<file path="src/rtl/iq_share_pkg.sv">
package iq_share_pkg;

    typedef enum logic [1:0] {
        SHARE_OPEN  = 2'd0,
        SHARE_SPLIT = 2'd1,
        SHARE_PCT   = 2'd2,
        SHARE_ALT   = 2'd3
    } share_mode_e;

    localparam int PCT_FULL = 100;

endpackage

</file>
<file path="src/rtl/iq_share_limit.sv">
module iq_share_limit
    import iq_share_pkg::*;
#(
    parameter int NT    = 4,
    parameter int DEPTH = 32,
    parameter int CW    = 6
) (
    input  logic                   clk,
    input  logic                   rst_n,
    input  logic [1:0]             mode_sel,
    input  logic [6:0]             pct_in,
    input  logic [NT-1:0]          active_in,
    output logic [NT-1:0][CW-1:0]  limit_o
);

    localparam int AW = $clog2(NT + 1);
    localparam int PW = $clog2(DEPTH * PCT_FULL + 1);

    typedef struct packed {
        logic [NT-1:0][CW-1:0] lim;
    } lim_st_t;

    lim_st_t      st_d, st_q;
    share_mode_e  mode;
    logic [AW-1:0] act_cnt;
    logic [6:0]   pct_clip;
    logic [PW-1:0] pct_prod;
    logic [CW-1:0] pct_lim;
    logic [CW-1:0] split_tab [NT+1];

    assign mode = share_mode_e'(mode_sel);

    // even-split values for every possible active count, fixed at elaboration
    assign split_tab[0] = CW'(DEPTH);
    generate
        for (genvar k = 1; k <= NT; k++) begin : g_split
            assign split_tab[k] = CW'(DEPTH / k);
        end
    endgenerate

    always_comb begin
        act_cnt = '0;
        for (int t = 0; t < NT; t++) begin
            act_cnt = act_cnt + AW'(active_in[t]);
        end
    end

    assign pct_clip = (pct_in > 7'(PCT_FULL)) ? 7'(PCT_FULL) : pct_in;
    assign pct_prod = PW'(DEPTH) * PW'(pct_clip);
    assign pct_lim  = CW'(pct_prod / PW'(PCT_FULL));

    always_comb begin
        st_d = st_q;
        for (int t = 0; t < NT; t++) begin
            case (mode)
                SHARE_SPLIT: begin
                    if (active_in[t]) begin
                        st_d.lim[t] = split_tab[act_cnt];
                    end
                end
                SHARE_PCT: begin
                    if (active_in[t]) begin
                        st_d.lim[t] = (act_cnt == AW'(1)) ? CW'(DEPTH) : pct_lim;
                    end
                end
                default: begin
                    st_d.lim[t] = CW'(DEPTH);
                end
            endcase
        end
    end

    always_ff @(posedge clk) begin
        if (!rst_n) begin
            for (int t = 0; t < NT; t++) begin
                st_q.lim[t] <= CW'(DEPTH);
            end
        end else begin
            st_q <= st_d;
        end
    end

    assign limit_o = st_q.lim;

endmodule

</file>
<file path="src/rtl/iq_share_admit.sv">
module iq_share_admit #(
    parameter int NT    = 4,
    parameter int DEPTH = 32,
    parameter int CW    = 6
) (
    input  logic [NT-1:0]          alloc_in,
    input  logic [NT-1:0]          rel_in,
    input  logic [NT-1:0][CW-1:0]  occ_in,
    input  logic [NT-1:0][CW-1:0]  room_in,
    input  logic [CW-1:0]          gfree_in,
    output logic [NT-1:0]          take_o,
    output logic [NT-1:0]          drop_o,
    output logic [NT-1:0]          reject_o
);

    localparam int BW = $clog2(DEPTH + NT + 1);

    logic [NT-1:0] rel_ok;
    logic [BW-1:0] solo_rel_cnt;

    always_comb begin
        solo_rel_cnt = '0;
        for (int t = 0; t < NT; t++) begin
            rel_ok[t] = rel_in[t] && (occ_in[t] != '0);
            drop_o[t] = rel_ok[t] && !alloc_in[t];
            solo_rel_cnt = solo_rel_cnt + BW'(drop_o[t]);
        end
    end

    // serial grant chain: lower thread index sees the budget first
    always_comb begin
        logic [BW-1:0] budget;
        budget   = BW'(gfree_in) + solo_rel_cnt;
        take_o   = '0;
        reject_o = '0;
        for (int t = 0; t < NT; t++) begin
            if (alloc_in[t] && !rel_ok[t]) begin
                if ((room_in[t] != '0) && (budget != '0)) begin
                    take_o[t] = 1'b1;
                    budget    = budget - BW'(1);
                end else begin
                    reject_o[t] = 1'b1;
                end
            end
        end
    end

endmodule

</file>
<file path="src/rtl/iq_share_occ.sv">
module iq_share_occ #(
    parameter int NT    = 4,
    parameter int DEPTH = 32,
    parameter int CW    = 6
) (
    input  logic                   clk,
    input  logic                   rst_n,
    input  logic [NT-1:0]          take_in,
    input  logic [NT-1:0]          drop_in,
    input  logic [NT-1:0]          reject_in,
    output logic [NT-1:0][CW-1:0]  occ_o,
    output logic [CW-1:0]          gfree_o,
    output logic [NT-1:0]          reject_o
);

    localparam int GW = CW + 1;

    typedef struct packed {
        logic [NT-1:0][CW-1:0] occ;
        logic [CW-1:0]         gfree;
        logic [NT-1:0]         rej;
    } occ_st_t;

    occ_st_t st_d, st_q;

    always_comb begin
        logic [GW-1:0] gsum;
        st_d = st_q;
        gsum = GW'(st_q.gfree);
        for (int t = 0; t < NT; t++) begin
            if (take_in[t]) begin
                st_d.occ[t] = st_q.occ[t] + CW'(1);
                gsum        = gsum - GW'(1);
            end else if (drop_in[t]) begin
                st_d.occ[t] = st_q.occ[t] - CW'(1);
                gsum        = gsum + GW'(1);
            end
        end
        st_d.gfree = CW'(gsum);
        st_d.rej   = reject_in;
    end

    always_ff @(posedge clk) begin
        if (!rst_n) begin
            st_q.occ   <= '0;
            st_q.gfree <= CW'(DEPTH);
            st_q.rej   <= '0;
        end else begin
            st_q <= st_d;
        end
    end

    assign occ_o    = st_q.occ;
    assign gfree_o  = st_q.gfree;
    assign reject_o = st_q.rej;

endmodule

</file>
<file path="src/rtl/iq_share_ctrl.sv">
module iq_share_ctrl #(
    parameter int NUM_THREADS = 4,
    parameter int QUEUE_DEPTH = 32,
    localparam int CW = $clog2(QUEUE_DEPTH + 1)
) (
    input  logic                      clk,
    input  logic                      rst_n,
    input  logic [1:0]                mode_sel,
    input  logic [6:0]                cap_pct,
    input  logic [NUM_THREADS-1:0]    thread_active,
    input  logic [NUM_THREADS-1:0]    alloc_req,
    input  logic [NUM_THREADS-1:0]    release_req,
    output logic [NUM_THREADS*CW-1:0] thread_limit,
    output logic [NUM_THREADS*CW-1:0] thread_room,
    output logic [NUM_THREADS-1:0]    thread_full,
    output logic                      queue_full,
    output logic [NUM_THREADS-1:0]    alloc_reject
);

    logic [NUM_THREADS-1:0][CW-1:0] lim_w;
    logic [NUM_THREADS-1:0][CW-1:0] occ_w;
    logic [NUM_THREADS-1:0][CW-1:0] room_w;
    logic [CW-1:0]                  gfree_w;
    logic [NUM_THREADS-1:0]         take_w, drop_w, rej_now_w, rej_q_w;

    iq_share_limit #(.NT(NUM_THREADS), .DEPTH(QUEUE_DEPTH), .CW(CW)) u_limit (
        .clk       (clk),
        .rst_n     (rst_n),
        .mode_sel  (mode_sel),
        .pct_in    (cap_pct),
        .active_in (thread_active),
        .limit_o   (lim_w)
    );

    iq_share_admit #(.NT(NUM_THREADS), .DEPTH(QUEUE_DEPTH), .CW(CW)) u_admit (
        .alloc_in (alloc_req),
        .rel_in   (release_req),
        .occ_in   (occ_w),
        .room_in  (room_w),
        .gfree_in (gfree_w),
        .take_o   (take_w),
        .drop_o   (drop_w),
        .reject_o (rej_now_w)
    );

    iq_share_occ #(.NT(NUM_THREADS), .DEPTH(QUEUE_DEPTH), .CW(CW)) u_occ (
        .clk       (clk),
        .rst_n     (rst_n),
        .take_in   (take_w),
        .drop_in   (drop_w),
        .reject_in (rej_now_w),
        .occ_o     (occ_w),
        .gfree_o   (gfree_w),
        .reject_o  (rej_q_w)
    );

    generate
        for (genvar t = 0; t < NUM_THREADS; t++) begin : g_thr
            assign room_w[t] = (lim_w[t] > occ_w[t]) ? (lim_w[t] - occ_w[t]) : '0;
            assign thread_limit[t*CW +: CW] = lim_w[t];
            assign thread_room[t*CW +: CW]  = room_w[t];
            assign thread_full[t]           = (room_w[t] == '0);
        end
    endgenerate

    assign queue_full   = (gfree_w == '0);
    assign alloc_reject = rej_q_w;

endmodule

</file>
<file path="config.mk">
export PLATFORM = sky130hd
export DESIGN_NAME = iq_share_ctrl
export DESIGN_NICKNAME = d
export VERILOG_FILES = /design/src/rtl/iq_share_pkg.sv /design/src/rtl/iq_share_limit.sv /design/src/rtl/iq_share_admit.sv /design/src/rtl/iq_share_occ.sv /design/src/rtl/iq_share_ctrl.sv
export SDC_FILE = /design/constraint.sdc
export NUM_CORES = 1
export LEC_CHECK = 0
export BUFFER_PORTS_ARGS = -buffer_cell sky130_fd_sc_hd__buf_2
export CAP_MARGIN = 20
export CORE_ASPECT_RATIO = 1.75
export CORE_UTILIZATION = 50
export CTS_CLUSTER_SIZE = 28
export DETAILED_ROUTE_END_ITERATION = 12
export PLACE_DENSITY_LB_ADDON = 0.1
export REMOVE_ABC_BUFFERS = 1
export SYNTH_ARGS = -nofsm -noshare
export SYNTH_HDL_FRONTEND = slang
export SYNTH_SLANG_ARGS = --single-unit
</file>
<file path="constraint.sdc">
create_clock -name clk -period 11.9 [get_ports clk]
set_input_delay 2.38 -clock clk [delete_from_list [all_inputs] [get_ports clk]]
set_output_delay 2.38 -clock clk [all_outputs]
set_load 0.005 [all_outputs]
</file>
### After elaboration in Yosys (flattened, before gate mapping)

Memory sizes are Yosys's and may differ from the RTL's.
Cells that the tools add are included.
W data, S select, Z words.

* bits in registers: 58
* bits in read-only memories: 48
* bits of input ports: 23
* memories kept: 1

Memory list
* (name not given): depth 8, width 6, rd ports 1, clocked after memory_dff 0, write ports 0, line iq_share_limit.sv:58 `st_d.lim[t] = split_tab[act_cnt];`

* add/sub/neg operators: 30
* divide/modulo/power cells: 1
* order comparisons: 6
* equality and inequality tests: 11
* multiplexer cells: 54
* bitwise logic cells: 1
* reduce and logical (&&, ||, !) cells: 53

Operators by type and width (number)
* $mux W6: 37
* $reduce_bool A6 Y1: 12
* $sub A6 B1 Y6 const B: 11
* $add A6 B1 Y6 const B: 8
* $pmux W6 S2: 4
* $logic_not A6 Y1: 5
* $gt A6 B6 Y1: 4
* $sub A6 B6 Y6: 4
* $logic_and A1 B1 Y1: 16
* $ne A2 B2 Y1 const B: 8
* $reduce_and A2 Y1: 8
* $add A6 B1 Y6: 2
* $div A12 B7 Y12 const B: 1
* $mux W1: 12
* $logic_not A1 Y1: 8
* $reduce_bool A2 Y1: 4
* $gt A7 B7 Y1 const B: 1
* $mux W7: 1
* $add A3 B1 Y3: 2
* $add A6 B6 Y6: 1
* $add A1 B1 Y2: 2
* $ge A4 B4 Y1 const B: 1
* $not A3 Y4: 1
* $eq A3 B1 Y1 const B: 1
* 2 further kinds: 2

### Depth between registers and ports, before layout

Gate-level depths: netlist of run 1.

* word-level depth: 24
* depth in mapped cells: 44
* depth with buffers taken out: 43

### Modules after synthesis

From an unflattened synthesis of run 1, not the netlist that was laid out.

* cell total of the unflattened synthesis: 987
* area, all modules: 7783.7 µm²

Modules (own cells, without submodules)
* iq_share_occ: instances 1, cells each 299, area an instance 2660.1 µm²
* iq_share_limit: instances 1, cells each 291, area an instance 2298.5 µm²
* iq_share_ctrl: instances 1, cells each 206, area an instance 1418.9 µm²
* iq_share_admit: instances 1, cells each 191, area an instance 1406.3 µm²

### Worst setup path before layout of run 1

OpenSTA, ideal clock, no wires.

* path type: input -> register
* start: in release_req[1]
* end: reg u_occ.st_q, in the netlist u_occ.occ_o[23]
* library setup time: 0.128 ns
* data arrival time: 9.945 ns
* required time: 11.772 ns
* slack: 1.827 ns
* stages: 42
* buffers on the path: 1
* cell sequence: o31ai_1 -> or2_2 -> inv_1 -> ha_1 -> inv_1 -> fa_1 -> inv_1 -> ha_1 -> fa_1 -> and3_1 -> o221a_2 -> or2_4 -> nor2_8 -> inv_2 -> clkbuf_1 -> a21oi_1 -> ha_1 -> inv_1 -> (+6 left out) -> nor2_1 -> ha_1 -> nand2_1 -> o2111ai_1 -> o21ai_0 -> a311oi_1 -> a2111oi_2 -> nor2_2 -> inv_1 -> ha_1 -> a21o_1 -> a21oi_1 -> o21bai_1 -> a21oi_1 -> nor3_1 -> a21oi_1 -> xnor2_1 -> nor2_1

* longest elaborated chain between the ends: 23
* elaborated cells on any way between the ends: 29

Ends and longest elaborated chain
* from (decl): line iq_share_ctrl.sv:12 `input logic [NUM_THREADS-1:0] release_req,`
* $logic_and A1 B1 Y1 (*): line iq_share_admit.sv:24 `rel_ok[t] = rel_in[t] && (occ_in[t] != '0);`
* branches (longest 12 deep; another with $add A6 B1 Y6)
* $mux W6 (*): line iq_share_admit.sv:37 `if (alloc_in[t] && !rel_ok[t]) begin`
* branches (longest 3 deep; another with $sub A6 B1 Y6)
* $mux W6 (*): line iq_share_admit.sv:37
* $reduce_bool A6 Y1 (*): line iq_share_admit.sv:38 `if ((room_in[t] != '0) && (budget != '0)) begin`
* $logic_and A1 B1 Y1 (*): line iq_share_admit.sv:38
* $mux W1 (*): line iq_share_admit.sv:38
* $mux W1 (*): line iq_share_admit.sv:37
* $mux W6 / $reduce_bool A2 Y1 (equally long branches)
* to (signal assigned): line iq_share_occ.sv:49 `st_q <= st_d;`
* to (decl): line iq_share_occ.sv:24 `occ_st_t st_d, st_q;`

Every way passes the cells marked *.
A chain may end at the register's enable or synchronous reset.

### Worst setup path after layout of run 1

Ends and elaborated chain as after synthesis.

==> out/qor.csv, run 1 <==
stage,metric,value,unit
global_route,antenna_found_initial,0,
setup_path,crit_type,primary input to flop,
setup_path,slowest_stage,a221oi_4,
yosys,ys_seq_area_share,15.7,%
cts,ctsHoldBuffers,0,
sta,setup_tns,0,ps
die,initial_utilization,51.4,%
detailed_routing,first_pass_iters,5,
yosys,syn_inst,972,
die,die_width,93.9,um
worst_hold_path,holdCritPathClass,flop to flop,
setup_path,critical-path-top-delay-family,compound AO/OA/AOI/OAI gates,
detailed_routing,ant_nets,0,
yosys,synth.area.top_cells,"dfxtp_1 16%, ha_1 12%, nor2_1 6.7%, a21oi_1 4.5%, inv_1 4.1%",
sta,finClkSkew,8.44,ps
sta,clock.fmax,0.0920,GHz
final_layout,syn_to_final_growth,11.3,%
detailed_routing,viasPerCell,6.17,
global_route,grt_util_all_layers,29.6,%
cts,clk_latency,330,ps
cts,cts_sinks,58,
final_layout,diodes,0,
die,num_rows,58,
cts,cts_resized,0,
die,core,14400,um^2
yosys,syn_avg_cell_area,7.60,um^2
cts,cts.path.max_buffers,2,
cts,numCtsBuffers,9,
final_layout,regArea,1160,um^2
global_route,first_global_vias,7432,
yosys,synth_cell_type_count,100,
yosys,async_reset_ff_share,0,%
setup_path,endpoint_kind,flop,
yosys,syn_area,7380,um^2
final_layout,nets,1142,
place,dp_hpwl,17700,um
global_route,grt_max_degree,35,
global_route,grt_use_met3,3.03,%
final_layout,multi_input_area,5770,um^2
die,io_pins,80,
cts,clockRootBuffer,clkbuf_16,
die,die_area,15300,um^2
setup_path,start_kind,primary input,
cts,cts_tree,built,
die,die_h,163,um
sta,slew_headroom,30.8,%
yosys,ys_seq_elements,58,
setup_path,crit_fanout,19,
global_route,top_usage_layer,met2,
sta,rsz0062_at_grt,no,
detailed_routing,wl,22100,um
global_route,grt_pass1_wl,35800,um
final_layout,layout_common_cells,"132 x nor2_1, 81 x inv_1, 79 x buf_2",
sta,worstMarginPinSlew,1010,ps
global_route,grtUsageMet1,30.6,%
cts,clk_pin_slew,50,ps
yosys,synth_top_flop_cell,dfxtp_1,
setup_path,cp_data_arrival_time,11070,ps
cts,cts_setup_buffers,0,
power_and_ir_drop,ir_worst_vdd,0.157,mV
power_and_ir_drop,finalPower,2.92,mW
power_and_ir_drop,p_leak,3.65,nW
sta,hold_viol_final,0,
power_and_ir_drop,power.density,355,nW/um^2
sta,finalCritPeriodShare,91.3,%
detailed_routing,drc_errors,0,
place,portBuffers,79,
yosys,synth_top_area_share,15.7,%
global_route,gr-total-overflow,0,
setup_path,cp_num_buf_inv,8,
setup_path,required,12100,ps
setup_path,critPathMaxStageDelay,600,ps
job,maxCapViolCount,0,
final_layout,n_fill_cell,1426,
detailed_routing,vias,7534,
sta,setup_viol,0,
cts,cts_htree_levels,3,
global_route,use_met2,54.6,%
yosys,synth_top_area_cell,dfxtp_1,
final_layout,final_common_cell,nor2_1,
final_layout,drive_gt1_share,15.4,%
place,gp_congestion,0.979,
outcome,status,"finished, final reports clean",
sta,drv_slew,0,
yosys,ys.warnings.count,0,
detailed_routing,drt_iter0_markers,339,
detailed_routing,wire_per_inst,18.1,um
sta,period_minus_slack,10870,ps
yosys,synth_edf_count,0,
stage by stage:
stage / area, um^2 / std cells / util (%) / setup WS (ps) / hold WS [ps]
after floorplan: 7250 / 943 / - / 1950 / 465
after detailed placement: 7910 / 1207 / 55.1 / 841 / 485
after global routing: 8220 / 1222 / 57.2 / 422 / 522
after CTS: 8220 / 1222 / 57.2 / 1130 / 494
final: 8220 / 1222 / 57.2 / 1030 / 496
after global placement: 7910 / 1207 / 55.1 / 1020 / 481
where the power goes:
part	leakage [nW]	internal, mW	switching [mW]
logic	3.02	0.924	1.41
registers	0.477	0.245	0.0646
clock network	0.152	0.178	0.0933
area by class of cell:
cell class / count / share of cell area [%]
sequential: 58 / 14.1
timing repair buffer: 84 / 5.27
inverter: 85 / 3.94
tap: 180 / 2.74
clock buffer: 13 / 3.29
clock inverter: 2 / 0.426
multi-input combinational: 800 / 70.2
Yosys cell counts, drive strengths merged (6+ instances only):
library cell    n
a2111oi         6
a211oi         25
a21boi          7
a21o           15
a21oi          69
a31oi          12
and2           18
and3           13
buf            13
clkbuf         16
dfxtp          58
fa             11
ha             70
inv            85
mux2            8
mux2i          10
nand2          51
nand2b         12
nand3          26
nand4          12
nor2          136
nor2b           8
nor3           26
nor4            7
o211ai         12
o21a            7
o21ai          39
o21bai          8
o31ai          16
or2            14
or3             6
or4             7
xnor2          36
xor2           20
kinds of logic after synthesis:
| logic type | synth area share [%] |
|---|---|
| buffers and inverters | 6.17 |
| AND/OR/NAND/NOR | 24.6 |
| multiplexers | 2.63 |
| XOR/XNOR | 6.95 |
| adder cells (fa/ha/maj) | 14.8 |
| flip-flops | 15.7 |
| AO/OA/AOI/OAI | 29.1 |
per-layer routing:
| metal | wire length (um) | share of wire [%] |
|---|---|---|
| met3 | 614 | 2.8 |
| met4 | 1540 | 7.0 |
| met1 | 8490 | 38 |
| met5 | 0 | 0 |
| met2 | 11500 | 52 |
flip-flops by register name, summed over array words and instances (netlist names):
signal           cells
u_limit.limit_o     24
u_occ.occ_o         24
u_occ.gfree_o        6
u_occ.reject_o       4
worst register-to-register path, delay by kind of cell (launching register included):
family,cells,cell delay (ps)
AO/OA/AOI/OAI,14,3440
AND/OR/NAND/NOR,13,2650
adder cells (fa/ha/maj),7,2330
buffers and inverters,7,850
flip-flops,1,380
XOR/XNOR,1,130
worst paths after layout:
check                                         from                               end  slack, ps  cells past startpoint
hold / removal    u_limit.limit_o[20]$_SDFFE_PN0P_  u_limit.limit_o[20]$_SDFFE_PN0P_        500                      2
hold reg to reg   u_limit.limit_o[20]$_SDFFE_PN0P_  u_limit.limit_o[20]$_SDFFE_PN0P_        500                      2
setup reg to reg       u_occ.occ_o[6]$_SDFFE_PN0P_      u_occ.occ_o[23]$_SDFFE_PN0P_       1990                     42
setup / recovery                    release_req[1]      u_occ.occ_o[23]$_SDFFE_PN0P_       1030                     42
No activity file was read; power rests on OpenSTA's default activity.
==> run 2: changes to the inputs <==
- ABC_CLOCK_PERIOD_IN_PS: not set -> 14000
- clock period: 11.9 -> 14 ns (I/O delays scaled with it)
==> run 2 against run 1 <==
Against the previous run:
- critical endpoint unchanged
- first-iteration DRC count grew 22%
- via count shrank 0.35%
- register-to-register slack gained 2100 ps
==> out/qor.csv, run 2 (synthesized netlist as in run 1, its figures left out) <==
stage,metric,value,unit,change
final_layout,diodes,0,,unchanged
worst_hold_path,hold_start,u_limit.limit_o[20]$_SDFFE_PN0P_,,unchanged
detailed_routing,ant_nets,0,,unchanged
cts,numCtsBuffers,9,,unchanged
setup_path,cp_data_arrival_time,11460,ps,was 11070 ps
sta,rsz0062_at_grt,no,,unchanged
final_layout,regArea,1160,um^2,unchanged
setup_path,critPathMaxStageDelay,610,ps,was 600 ps
die,die_width,93.9,um,unchanged
cts,clk_pin_slew,50,ps,about the same
setup_path,cp_num_buf_inv,9,,was 8
setup_path,r2r_end,u_occ.occ_o[23]$_SDFFE_PN0P_,,unchanged
detailed_routing,wire_per_inst,18.0,um,was 18.1 um
power_and_ir_drop,ir_worst_vdd,0.139,mV,was 0.157 mV
cts,ctsHoldBuffers,0,,unchanged
sta,timing.hold.ws,484,ps,was 496 ps
die,die_area,15300,um^2,unchanged
global_route,grt_util_all_layers,29.4,%,was 29.6%
cts,cts_resized,0,,unchanged
sta,drv_slew,0,,unchanged
sta,finClkSkew,9.46,ps,was 8.44 ps
setup_path,crit_type,primary input to flop,,unchanged
die,initial_utilization,51.4,%,unchanged
setup_path,rr_startpoint,u_occ.occ_o[6]$_SDFFE_PN0P_,,unchanged
detailed_routing,first_pass_iters,5,,unchanged
cts,cts_tree,built,,unchanged
setup_path,required,14200,ps,was 12100 ps
global_route,grt_pass1_wl,35400,um,was 35800 um
sta,slew_headroom,22.2,%,was 30.8%
power_and_ir_drop,p_leak,3.65,nW,about the same
sta,setup_viol,0,,unchanged
global_route,antenna_found_initial,0,,unchanged
power_and_ir_drop,finalPower,2.49,mW,was 2.92 mW
setup_path,start_kind,primary input,,unchanged
cts,cts_htree_levels,3,,unchanged
sta,hold_viol_final,0,,unchanged
setup_path,startpoint,release_req[1],,unchanged
setup_path,endpoint,u_occ.occ_o[23]$_SDFFE_PN0P_,,unchanged
final_layout,drive_gt1_share,15.4,%,about the same
cts,clk_latency,340,ps,was 330 ps
die,core,14400,um^2,unchanged
job,maxCapViolCount,0,,unchanged
sta,period_minus_slack,11260,ps,
setup_path,crit_fanout,19,,unchanged
place,gp_congestion,0.976,,was 0.979
setup_path,r2r_slack,4120,ps,was 1990 ps
global_route,grt_max_degree,35,,unchanged
detailed_routing,drt_iter0_markers,414,,was 339
global_route,first_global_vias,7373,,was 7432
cts,cts_setup_buffers,0,,unchanged
sta,worstMarginPinSlew,1140,ps,was 1010 ps
detailed_routing,wl,21900,um,was 22100 um
sta,clock.fmax,0.0888,GHz,
final_layout,syn_to_final_growth,11.4,%,was 11.3%
final_layout,final_common_cell,nor2_1,,unchanged
cts,clockRootBuffer,clkbuf_16,,unchanged
final_layout,n_fill_cell,1383,,was 1426
setup_path,critical-path-top-delay-family,compound AO/OA/AOI/OAI gates,,unchanged
final_layout,fin_util,57.3,%,was 57.2%
detailed_routing,viasPerCell,6.15,,was 6.17
final_layout,layout_common_cells,"132 x nor2_1, 81 x inv_1, 79 x buf_2",,unchanged
place,dp_hpwl,17600,um,was 17700 um
sta,finalCritPeriodShare,80.4,%,
place,portBuffers,79,,unchanged
die,num_rows,58,,unchanged
final_layout,nets,1141,,was 1142
cts,cts_sinks,58,,unchanged
die,io_pins,80,,unchanged
die,die_h,163,um,unchanged
global_route,gr-total-overflow,0,,unchanged
setup_path,cp.depth,43,,was 42
power_and_ir_drop,power.density,303,nW/um^2,was 355 nW/um^2
setup_path,endpoint_kind,flop,,unchanged
cts,cts.path.max_buffers,2,,unchanged
worst_hold_path,holdCritPathClass,flop to flop,,unchanged
detailed_routing,drc_errors,0,,unchanged
setup_path,slowest_stage,a221oi_4,,unchanged
detailed_routing,vias,7508,,was 7534
setup_path,rr_worst_depth,43,,was 42
final_layout,multi_input_area,5770,um^2,unchanged
outcome,status,"finished, final reports clean",,unchanged
sta,setup_tns,0,ps,unchanged
-- run 2: cell count changes in the layout (fill, tap and decap cells not counted) --
cell,change
buf_4,-1
clkbuf_1,-1
clkbuf_8,+2
clkinv_2,-1
-- run 2: how the worst min path moves through the flow --
stage | end | slack, ps | cells after the start
floorplan | u_limit.limit_o[14]$_SDFFE_PN0P_ | 470 | 2
global placement | u_limit.limit_o[20]$_SDFFE_PN0P_ | 480 | 2
detailed placement | u_limit.limit_o[20]$_SDFFE_PN0P_ | 480 | 2
CTS | u_limit.limit_o[20]$_SDFFE_PN0P_ | 490 | 2
global route | u_limit.limit_o[8]$_SDFFE_PN0P_ | 530 | 2
finish | u_limit.limit_o[20]$_SDFFE_PN0P_ | 480 | 2
-- run 2: per-layer routing --
layer / track usage (%) / part of all wire [%] / vias up
met5: 0 / 0 / -
met4: 20.2 / 6.5 / 0
met3: 3.64 / 2.8 / 86
met2: 54.0 / 52 / 203
met1: 30.1 / 38 / 3528
li1: - / - / 3691
-- run 2: final cells by class --
| cell class | count | area share, % |
|---|---|---|
| multi-input cells | 800 | 70.1 |
| clock inverters | 1 | 0.365 |
| clock buffers | 14 | 3.57 |
| flip-flops and latches | 58 | 14.1 |
| repair buffers | 83 | 5.17 |
| well taps | 180 | 2.74 |
| inverters | 85 | 3.94 |
-- run 2: report_power, final --
part	internal [mW]	leakage, nW	total (mW)	switching, mW
combinational	0.786	3.02	1.99	1.20
sequential	0.208	0.477	0.263	0.0546
clock	0.161	0.161	0.241	0.0796
total	1.16	3.65	2.49	1.34
-- run 2: worst reg2reg max path, delay by kind of cell, from the launching register on --
family	cells	cell delay (ps)
flip-flops	1	370
buffers and inverters	8	930
adder cells (fa/ha/maj)	8	2610
XOR/XNOR	1	130
AO/OA/AOI/OAI	14	3270
AND/OR/NAND/NOR	12	2440
-- run 2: through the flow --
step / instance area, um^2 / setup WS (ps) / std cells
after floorplan: 7250 / 3630 / 943
after global placement: 7900 / 2690 / 1206
after detailed placement: 7900 / 2510 / 1206
after CTS: 8230 / 2800 / 1221
after global routing: 8230 / 2040 / 1221
final: 8230 / 2740 / 1221
==> run 3: changes to the inputs <==
- ABC_CLOCK_PERIOD_IN_PS: 14000 -> 10750
- clock period: 14 -> 10.75 ns (I/O delays scaled with it)
==> run 3 against run 2 <==
Against the previous run:
- critical path depth decreased by 2
- register-to-register slack got worse by 2700 ps
- clock skew increased by 1.1 ps
- sequential power increased by 30%
- die area unchanged
- clock power increased by 11%
- final cell count increased by 0.33%
- wire length decreased by 1.3%
- utilization decreased by 0.16 points
- worst setup slack got worse by 2100 ps
- non-clock buffer count increased by 4
- sequential share of layout area about the same
==> out/qor.csv, run 3 (synthesized netlist as in run 1, its figures left out) <==
stage,metric,value,unit,change
cts,cts_setup_buffers,0,,unchanged
sta,finClkSkew,10.6,ps,was 9.46 ps
setup_path,start_kind,primary input,,unchanged
final_layout,syn_to_final_growth,11.1,%,was 11.4%
cts,clockRootBuffer,clkbuf_16,,unchanged
setup_path,critPathMaxStageDelay,510,ps,was 610 ps
sta,rsz0062_at_grt,no,,unchanged
sta,clock.fmax,0.0993,GHz,
sta,setup_tns,0,ps,unchanged
detailed_routing,wl,21700,um,was 21900 um
sta,finalCritPeriodShare,93.7,%,
setup_path,cpMostUsedCell,inv_1,,
global_route,gr-total-overflow,0,,unchanged
sta,hold_viol_final,0,,unchanged
die,num_rows,58,,unchanged
die,die_area,15300,um^2,unchanged
die,io_pins,80,,unchanged
final_layout,instances_no_fill,1225,,was 1221
global_route,antenna_found_initial,0,,unchanged
detailed_routing,m1WireLength,8020,um,was 8430 um
setup_path,cp_data_arrival_time,10270,ps,was 11460 ps
worst_hold_path,holdCritPathClass,flop to flop,,unchanged
detailed_routing,wl_met3,719,um,was 623 um
sta,drv_slew,0,,unchanged
detailed_routing,vias,7532,,was 7508
cts,clk_pin_slew,50,ps,about the same
setup_path,crit_fanout,19,,unchanged
power_and_ir_drop,power.density,388,nW/um^2,was 303 nW/um^2
job,maxCapViolCount,0,,unchanged
die,die_width,93.9,um,unchanged
setup_path,required,10940,ps,was 14200 ps
detailed_routing,wire_per_inst,17.7,um,was 18.0 um
final_layout,final_common_cell,nor2_1,,unchanged
setup_path,cp_num_buf_inv,9,,unchanged
outcome,status,"finished, final reports clean",,unchanged
final_layout,nets,1145,,was 1141
setup_path,slowest_stage,fa_1,,was a221oi_4
cts,numCtsBuffers,9,,unchanged
detailed_routing,ant_nets,0,,unchanged
detailed_routing,wl_met2,11800,um,was 11400 um
detailed_routing,maxUsedRoutingLayer,met4,,unchanged
setup_path,endpoint_kind,flop,,unchanged
die,initial_utilization,51.4,%,unchanged
place,place_inst,1210,,was 1206
sta,worstMarginPinSlew,977,ps,was 1140 ps
power_and_ir_drop,p_leak,3.65,nW,about the same
sta,period_minus_slack,10070,ps,
global_route,grt_pass1_wl,35300,um,was 35400 um
detailed_routing,drt_iter0_markers,315,,was 414
die,die_h,163,um,unchanged
global_route,grt_max_degree,47,,was 35
final_layout,multi_input_area,5770,um^2,unchanged
cts,clk_latency,330,ps,was 340 ps
cts,cts_sinks,58,,unchanged
place,gp_congestion,0.948,,was 0.976
final_layout,n_fill_cell,1433,,was 1383
power_and_ir_drop,ir_worst_vdd,0.164,mV,was 0.139 mV
cts,cts_htree_levels,3,,unchanged
place,dp_hpwl,17500,um,was 17600 um
setup_path,crit_type,primary input to flop,,unchanged
cts,ctsHoldBuffers,0,,unchanged
final_layout,layout_common_cells,"132 x nor2_1, 81 x inv_1, 79 x buf_2",,unchanged
cts,cts_resized,0,,unchanged
final_layout,diodes,0,,unchanged
cts,cts.path.max_buffers,2,,unchanged
setup_path,critical-path-top-delay-family,compound AO/OA/AOI/OAI gates,,unchanged
detailed_routing,viasPerCell,6.15,,about the same
die,core,14400,um^2,unchanged
sta,setup_viol,0,,unchanged
cts,cts_tree,built,,unchanged
final_layout,drive_gt1_share,15.6,%,was 15.4%
global_route,grt_util_all_layers,29.2,%,was 29.4%
place,portBuffers,79,,unchanged
detailed_routing,first_pass_iters,5,,unchanged
global_route,first_global_vias,7345,,was 7373
final_layout,regArea,1160,um^2,unchanged
sta,slew_headroom,33.2,%,was 22.2%
detailed_routing,drc_errors,0,,unchanged
power_and_ir_drop,finalPower,3.18,mW,was 2.49 mW
==> run 3: cell types whose count changed in the layout (fill, tap and decap cells not counted), sizes merged <==
| cell | delta |
|---|---|
| bufinv | -1 |
| clkbuf | -2 |
| clkinv | +3 |
| buf | +4 |
==> run 3: layout make-up <==
class	instances	share of cell area [%]
Inverter	85	3.95
Timing Repair Buffer	87	5.55
Multi-Input combinational cell	800	70.3
Sequential cell	58	14.2
Clock inverter	3	0.183
Tap cell	180	2.74
Clock buffer	12	3.13
==> run 3: tightest hold or removal path: cells and delay by family (launching register included) <==
family / cells / cell delay, ps
simple gates: 1 / 60
flops: 1 / 340
compound gates: 1 / 50
==> run 3: final timing paths <==
kind | start | end | slack (ps) | cells past startpoint
worst min-delay path | u_limit.limit_o[14]$_SDFFE_PN0P_ | u_limit.limit_o[14]$_SDFFE_PN0P_ | 500 | 2
worst min register to register | u_limit.limit_o[14]$_SDFFE_PN0P_ | u_limit.limit_o[14]$_SDFFE_PN0P_ | 500 | 2
worst max register to register | u_occ.occ_o[6]$_SDFFE_PN0P_ | u_occ.occ_o[23]$_SDFFE_PN0P_ | 1400 | 41
worst max-delay path | release_req[1] | u_occ.occ_o[23]$_SDFFE_PN0P_ | 680 | 41
==> run 3: where the power goes <==
part / internal [mW] / total, mW / switching, mW
registers: 0.271 / 0.341 / 0.0702
logic: 1.03 / 2.58 / 1.55
clock network: 0.166 / 0.267 / 0.101
==> run 3: per-layer routing <==
metal / up-vias / GRT usage, %
met3: 65 / 3.41
met4: 0 / 15.7
met5: - / 0
li1: 3713 / -
met2: 193 / 56.4
met1: 3561 / 29.4
==> run 3: stage by stage <==
stage	hold slack, ps	util (%)	setup WS, ps	instance area [um^2]
final	499	57.1	678	8210
after global routing	533	57.1	79.3	8210
after CTS	503	57.1	697	8210
after detailed placement	492	55.2	362	7930
after global placement	486	55.2	610	7930
after floorplan	465	-	1030	7250
